--- src/rtl/lin_rx_pkg.sv ---
package lin_rx_pkg;
   localparam int FLAG_N  = 7;
   localparam int FI_PE   = 0;
   localparam int FI_FE   = 1;
   localparam int FI_NF   = 2;
   localparam int FI_HE   = 3;
   localparam int FI_IDLE = 4;
   localparam int FI_RDRF = 5;
   localparam int FI_BRK  = 6;
   typedef logic [FLAG_N-1:0] flag_vec_t;
endpackage

--- src/rtl/lin_id_parity.sv ---
module lin_id_parity #(
   parameter int ID_W   = 6,
   parameter int DATA_W = 8
) (
   input  logic [DATA_W-1:0] id_byte,
   output logic              mismatch
);
   logic [ID_W-1:0] id;
   logic            p0, p1;

   assign id = id_byte[ID_W-1:0];
   assign p0 = id[0] ^ id[1] ^ id[2] ^ id[4];
   assign p1 = ~(id[1] ^ id[3] ^ id[4] ^ id[5]);
   assign mismatch = (p0 != id_byte[ID_W]) | (p1 != id_byte[ID_W+1]);
endmodule

--- src/rtl/lin_char_qual.sv ---
module lin_char_qual #(
   parameter int DATA_W = 8
) (
   input  logic [DATA_W-1:0] char_data,
   input  logic              char_stop,
   input  logic              slave_mode,
   output logic              fe_hit
);
   logic all_dom;

   assign all_dom = ~|char_data;
   // slave: stop dominant and some other bit recessive; master: any bad stop
   assign fe_hit  = ~char_stop & (slave_mode ? ~all_dom : 1'b1);
endmodule

--- src/rtl/lin_flag_cell.sv ---
module lin_flag_cell (
   input  logic clk,
   input  logic rst_n,
   input  logic set,
   input  logic clr,
   output logic q
);
   always_ff @(posedge clk or negedge rst_n) begin
      if (!rst_n)   q <= 1'b0;
      else if (set) q <= 1'b1;
      else if (clr) q <= 1'b0;
   end
endmodule

--- src/rtl/lin_clr_seq.sv ---
module lin_clr_seq #(
   parameter int N = 7
) (
   input  logic         clk,
   input  logic         rst_n,
   input  logic         rd_stat,
   input  logic         rd_data,
   input  logic [N-1:0] flags,
   input  logic [N-1:0] clr_ok,
   output logic [N-1:0] clr_vec
);
   logic         pend;
   logic [N-1:0] snap;

   always_ff @(posedge clk or negedge rst_n) begin
      if (!rst_n) begin
         pend <= 1'b0;
         snap <= '0;
      end else if (rd_stat) begin
         pend <= 1'b1;
         snap <= flags;
      end else if (rd_data) begin
         pend <= 1'b0;
         snap <= '0;
      end
   end

   assign clr_vec = (rd_data && pend) ? (snap & clr_ok) : '0;
endmodule

--- src/rtl/lin_irq_gen.sv ---
module lin_irq_gen #(
   parameter bit IRQ_REG = 1'b1
) (
   input  logic clk,
   input  logic rst_n,
   input  logic req,
   output logic irq
);
   generate
      if (IRQ_REG) begin : g_reg
         always_ff @(posedge clk or negedge rst_n) begin
            if (!rst_n) irq <= 1'b0;
            else        irq <= req;
         end
      end else begin : g_comb
         logic unused_clk;
         assign unused_clk = clk ^ rst_n;
         assign irq = req;
      end
   endgenerate
endmodule

--- src/rtl/lin_rx_flags.sv ---
module lin_rx_flags
   import lin_rx_pkg::*;
#(
   parameter int DATA_W  = 8,
   parameter int ID_W    = 6,
   parameter bit IRQ_REG = 1'b1
) (
   input  logic              clk,
   input  logic              rst_n,
   input  logic              ev_char,
   input  logic [DATA_W-1:0] char_data,
   input  logic              char_stop,
   input  logic              ev_id,
   input  logic [DATA_W-1:0] id_byte,
   input  logic              ev_sync_bad,
   input  logic              ev_hdr_timeout,
   input  logic              ev_overrun,
   input  logic              ev_break,
   input  logic              ev_noise,
   input  logic              ev_idle,
   input  logic              sync_lock,
   input  logic              slave_mode,
   input  logic              brk_mode,
   input  logic              par_en,
   input  logic              rx_ie,
   input  logic              par_ie,
   input  logic              tx_empty_i,
   input  logic              tx_done_i,
   input  logic              rd_stat,
   input  logic              rd_data,
   output logic [7:0]        status_o,
   output logic              hdr_det_o,
   output logic              irq_o
);
   localparam int STAT_W = 8;

   initial begin
      if (DATA_W != ID_W + 2) $error("lin_rx_flags: DATA_W must equal ID_W+2");
      if (ID_W != 6)          $error("lin_rx_flags: ID_W must be 6");
   end

   flag_vec_t  set_v, clr_v, clr_ok, flag_q;
   logic       par_bad, fe_hit;
   logic [1:0] tx_q;
   logic       irq_req;

   lin_id_parity #(.ID_W(ID_W), .DATA_W(DATA_W)) u_par (
      .id_byte (id_byte),
      .mismatch(par_bad)
   );

   lin_char_qual #(.DATA_W(DATA_W)) u_qual (
      .char_data (char_data),
      .char_stop (char_stop),
      .slave_mode(slave_mode),
      .fe_hit    (fe_hit)
   );

   always_comb begin
      set_v          = '0;
      set_v[FI_PE]   = ev_id & par_en & par_bad;
      set_v[FI_FE]   = ev_char & fe_hit;
      set_v[FI_NF]   = ev_noise & ~slave_mode;
      set_v[FI_HE]   = ev_sync_bad | ev_hdr_timeout | ev_overrun;
      set_v[FI_IDLE] = ev_idle;
      set_v[FI_RDRF] = ev_char;
      set_v[FI_BRK]  = ev_break & ~brk_mode;
      clr_ok         = '1;
      clr_ok[FI_HE]  = ~sync_lock;
   end

   lin_clr_seq #(.N(FLAG_N)) u_seq (
      .clk    (clk),
      .rst_n  (rst_n),
      .rd_stat(rd_stat),
      .rd_data(rd_data),
      .flags  (flag_q),
      .clr_ok (clr_ok),
      .clr_vec(clr_v)
   );

   genvar gi;
   generate
      for (gi = 0; gi < FLAG_N; gi++) begin : g_flag
         lin_flag_cell u_cell (
            .clk  (clk),
            .rst_n(rst_n),
            .set  (set_v[gi]),
            .clr  (clr_v[gi]),
            .q    (flag_q[gi])
         );
      end
   endgenerate

   always_ff @(posedge clk or negedge rst_n) begin
      if (!rst_n) tx_q <= 2'b11;
      else        tx_q <= {tx_empty_i, tx_done_i};
   end

   logic [STAT_W-1:0] stat_c;
   always_comb begin
      stat_c    = '0;
      stat_c[7] = tx_q[1];
      stat_c[6] = tx_q[0];
      stat_c[5] = flag_q[FI_RDRF];
      stat_c[4] = flag_q[FI_IDLE];
      stat_c[3] = flag_q[FI_HE];
      stat_c[2] = flag_q[FI_NF] & ~slave_mode;
      stat_c[1] = flag_q[FI_FE];
      stat_c[0] = flag_q[FI_PE];
   end
   assign status_o  = stat_c;
   assign hdr_det_o = flag_q[FI_BRK];

   assign irq_req = (rx_ie & (flag_q[FI_RDRF] | flag_q[FI_HE] | flag_q[FI_BRK]))
                  | (par_ie & flag_q[FI_PE]);

   lin_irq_gen #(.IRQ_REG(IRQ_REG)) u_irq (
      .clk  (clk),
      .rst_n(rst_n),
      .req  (irq_req),
      .irq  (irq_o)
   );
endmodule

--- config.mk ---
export PLATFORM = sky130hd
export DESIGN_NAME = lin_rx_flags
export DESIGN_NICKNAME = d
export VERILOG_FILES = /design/src/rtl/lin_rx_pkg.sv /design/src/rtl/lin_id_parity.sv /design/src/rtl/lin_char_qual.sv /design/src/rtl/lin_flag_cell.sv /design/src/rtl/lin_clr_seq.sv /design/src/rtl/lin_irq_gen.sv /design/src/rtl/lin_rx_flags.sv
export SDC_FILE = /design/constraint.sdc
export NUM_CORES = 1
export LEC_CHECK = 0
export ABC_CLOCK_PERIOD_IN_PS = 1400
export BUFFER_PORTS_ARGS = -buffer_cell sky130_fd_sc_hd__buf_2
export CAP_MARGIN = 20
export CORE_ASPECT_RATIO = 1.25
export CORE_MARGIN = 10
export CORE_UTILIZATION = 41
export CTS_CLUSTER_SIZE = 14
export DETAILED_ROUTE_END_ITERATION = 8
export PLACE_DENSITY = 0.86
export SYNTH_ARGS = -nofsm -noshare
export SYNTH_HDL_FRONTEND = slang
export SYNTH_SLANG_ARGS = --single-unit
export TNS_END_PERCENT = 30
--- constraint.sdc ---
create_clock -name clk -period 1.4 [get_ports clk]
set_input_delay 0.07 -clock clk [delete_from_list [all_inputs] [get_ports clk]]
set_output_delay 0.07 -clock clk [all_outputs]
set_load 0.01 [all_outputs]
# == Yosys cells after proc, flatten, opt, wreduce, memory -nomap -nowiden ==
# Cells that the tools add are included.
# totals
reg_bits,18
output_inout_bits,10
# op_classes
n_eq_ne,2
muxes,20
n_bitwise,27
reduce_logical,10
# op_table
cell,count
$mux 7,3
$mux 1,17
$reduce_bool 2->1,8
$and 1x1->1,9
$reduce_or 8->1,1
$and 7x7->7,1
$or 1x1->1,6
$xor 1x1->1,6
$not 1->1,5
$ne 1x1->1,2
$logic_and 1x1->1,1

# == Logic depth before layout (Yosys ltp) ==
# logic_depth
ltp_word,8
ltp_mapped,4
depth_no_buf,3

# == By module ==
# From an unflattened synthesis, not the netlist that was laid out.
# unflattened
cells_unflattened,79
area_unflattened_um2,884.6
# modules_own_cells
module,n_inst,cells_per_inst,area_per_inst_um2
lin_clr_seq,1,29,350.3
lin_flag_cell,7,3,36.3
lin_rx_flags,1,18,150.1
lin_id_parity,1,6,75.1
lin_char_qual,1,4,30.0
lin_irq_gen,1,1,25.0

# == Worst setup path before layout ==
# Ideal clock, no wire load.
# synth_path
path_type,register -> register
from,reg u_seq.pend
to,reg g_flag[3].u_cell.q
setup_ns,0.129
arrival_ns,1.096
t_required_ns,1.271
setup_slack_ns,0.175
path_stages_with_launch,5
n_path_buf,1
synth_period_minus_slack_ns,1.225
cell_sequence,dfrtp_1 -> and2_1 -> clkbuf_1 -> nand3b_1 -> a2111o_1
# synth_between
elab_chain_len,3
# synth_lines
item,line_no,source
from (decl),lin_clr_seq.sv:12,logic pend;
from (signal assigned),lin_clr_seq.sv:17,pend <= 1'b0;
from (signal assigned),lin_clr_seq.sv:20,pend <= 1'b1;
from (signal assigned),lin_clr_seq.sv:23,pend <= 1'b0;
$logic_and 1x1->1,lin_clr_seq.sv:28,assign clr_vec = (rd_data && pend) ? (snap & clr_ok) : '0;
$mux 7,lin_clr_seq.sv:28,
$reduce_bool 2->1 (no line),-,
to (signal assigned),lin_flag_cell.sv:9,if (!rst_n) q <= 1'b0;
to (signal assigned),lin_flag_cell.sv:10,else if (set) q <= 1'b1;
to (signal assigned),lin_flag_cell.sv:11,else if (clr) q <= 1'b0;
to (decl),lin_flag_cell.sv:6,output logic q
# No other way between the ends.
# A chain may end at the register's enable or synchronous reset.

# == Final worst setup path ==
# Ends and elaborated chain as after synthesis.

==> flow_summary.ini <==
[outcome]
outcome = finished, final reports clean

[sta]
hold_viol = 0
setup_tns_ns = 0
min_period_ns = 1.14
hold_ws_ns = 0.0134
final-setup-viol-count = 0
worst_slew_pin_slew_ns = 0.443
slew_headroom = 0.703
skew_ns = 0.00309
fmax_ghz = 0.879
report.final.slew_viol_count = 0
rsz0062_at_grt = false
period_share = 0.812

[critical_path]
endpoint_kind = register
cp_max_fo = 2
arrival_ns = 1.31
critPathRequiredTime_ns = 1.58
path_class = register to register
cp-start-kind = register

[worst_hold_path]
holdCritPathClass = input pin to register

[floorplanning]
coreArea_um2 = 1810
die_x_um = 59.4
io_pins = 47
start_util = 0.441
fp.dieH_um = 69.3
num_rows = 17
die_area_um2 = 4120

[cts]
htree_levels = 1
cts_tree = built
clock_sinks = 18
cts_setup_buffers = 0
clk_pin_slew_worst_paths_ns = 0.10
clock-root-buffer = clkbuf_4
cts.path.max_buffers = 2
numCtsBuffers = 3
clock_latency_ns = 0.28

[power]
total_power_mw = 1.19
p_leak_nw = 0.580
ir_worst_vdd_mv = 0.679
p_per_area_nw_per_um2 = 1030

[finish]
fillers = 154
area_growth_pct = 44.3
nNetsFinal = 157
drive_gt1_frac = 0.445
diodes = 0

[logic_synthesis]
yosysSeqAreaShare = 0.568
synth_fp_nets = 102
syn-mean-instance-area_um2 = 12.3
netlist_area_um2 = 797
yosysWarnings = 0
ys_seq_elements = 18
synthCells = 65
yosysUniqueCellTypes = 25

[place]
post-dp-hpwl_um = 1790
portBuffers = 46
gp_congestion = 0.655

[drt]
remaining_drc_errors = 0
drt_pass1_iterations = 4
first_iter_violations = 15
wl_um = 2320
vias = 712
wl_per_cell_um = 16.8
ant_nets = 0
avgViaCountPerCell = 5.16

[job]
max_cap_viol_count = 0

[global_routing]
antenna_found_initial = 0
grt_pass1_vias = 807
grt_max_degree = 19
grt_pass1_wl_um = 3840
grtUsageTotal = 0.117
overflow = 0
state kept, by name (all words and copies together) (netlist names):
name             count
tx_q                 2
u_seq.pend           1
u_seq.snap           7
g_flag.u_cell.q      7
u_irq.irq            1
layout by cell type, fill, tap and decap left out, types with 2 or more instances in the layout:
master         instances
inv_1                  4
dfstp_2                2
buf_2                 46
dlygate4sd3_1         10
a21o_1                 3
dfrtp_1               16
clkbuf_4               3
a22o_1                 9
nand2_1                7
routing by layer:
metal / track usage / routed length, µm
met1: 0.123 / 828
met2: 0.198 / 1200
met3: 0.0457 / 252
met4: 0.0407 / 30
met5: 0 / 0
worst paths after layout:
| check | to | cells after the start | slack, ns | from |
|---|---|---|---|---|
| min | g_flag[2].u_cell.q | 2 | 0.01 | ev_noise |
| max in group asynchronous | tx_q[1] | 2 | 0.86 | rst_n |
| max reg2reg | g_flag[3].u_cell.q | 3 | 0.26 | u_seq.pend |
| min in group asynchronous | u_irq.irq | 2 | 0.23 | rst_n |
| max | g_flag[3].u_cell.q | 3 | 0.26 | u_seq.pend |
| min reg2reg | u_seq.pend | 1 | 0.50 | u_seq.pend |
cell families after synthesis:
| group | count (synthesis) | synth area share |
|---|---|---|
| buf+inv | 11 | 0.0754 |
| flops | 18 | 0.568 |
| simple gates | 16 | 0.102 |
| xor+xnor | 3 | 0.0691 |
| compound gates | 17 | 0.185 |
through the flow:
step           instance area [µm²]  cells  setup slack, ns   util
2_1_floorplan                  797     65            0.175      -
3_3_place_gp                  1010    124            0.141  0.561
3_5_place_dp                  1010    124           0.0815  0.561
4_1_cts                       1150    138            0.286  0.636
5_1_grt                       1150    138            0.212  0.636
6_report                      1150    138            0.263  0.636
final cells by class:
type	instances	area, µm²	share of cell area
multi-input cells	36	284	0.247
clock buffers	4	36.3	0.0316
flip-flops and latches	18	453	0.394
well taps	19	23.8	0.0207
inverters	4	15.0	0.0131
repair buffers	57	338	0.294
synth_stat cells:
master / n / share of area
dfrtp_1: 16 / 0.50
a22o_1: 9 / 0.099
nand2_1: 7 / 0.033
buf_4: 5 / 0.047
inv_1: 4 / 0.019
a21o_1: 3 / 0.028
clkbuf_1: 2 / 0.0094
dfstp_2: 2 / 0.066
a2111o_1: 1 / 0.014
a21boi_0: 1 / 0.0094
a32o_1: 1 / 0.013
a41o_1: 1 / 0.013
and2_1: 1 / 0.0079
nand3_1: 1 / 0.0063
nand3b_1: 1 / 0.0094
nand4b_1: 1 / 0.011
nor2_1: 1 / 0.0047
nor2b_1: 1 / 0.0079
nor3_1: 1 / 0.0063
nor4_1: 1 / 0.0079
o31ai_1: 1 / 0.0094
or3_1: 1 / 0.0079
xnor3_1: 1 / 0.028
xor2_1: 1 / 0.011
xor3_1: 1 / 0.030
critical path: stages, from the launching register on:
cell and delay, ns:
dfrtp_1 0.36, and2_1 0.17, nand3b_1 0.10, a2111o_1 0.41
power breakdown:
group	internal (mW)	switching, mW
clock	0.158	0.152
sequential	0.583	0.0442
combinational	0.148	0.104
total	0.888	0.300
timing repair:
item | CTS | global route
hold buffers | 10 | 0
resized for setup | 0 | 0
endpoints found under the hold margin | 22 | 0
Note: power is estimated with default switching activity, not from simulation.
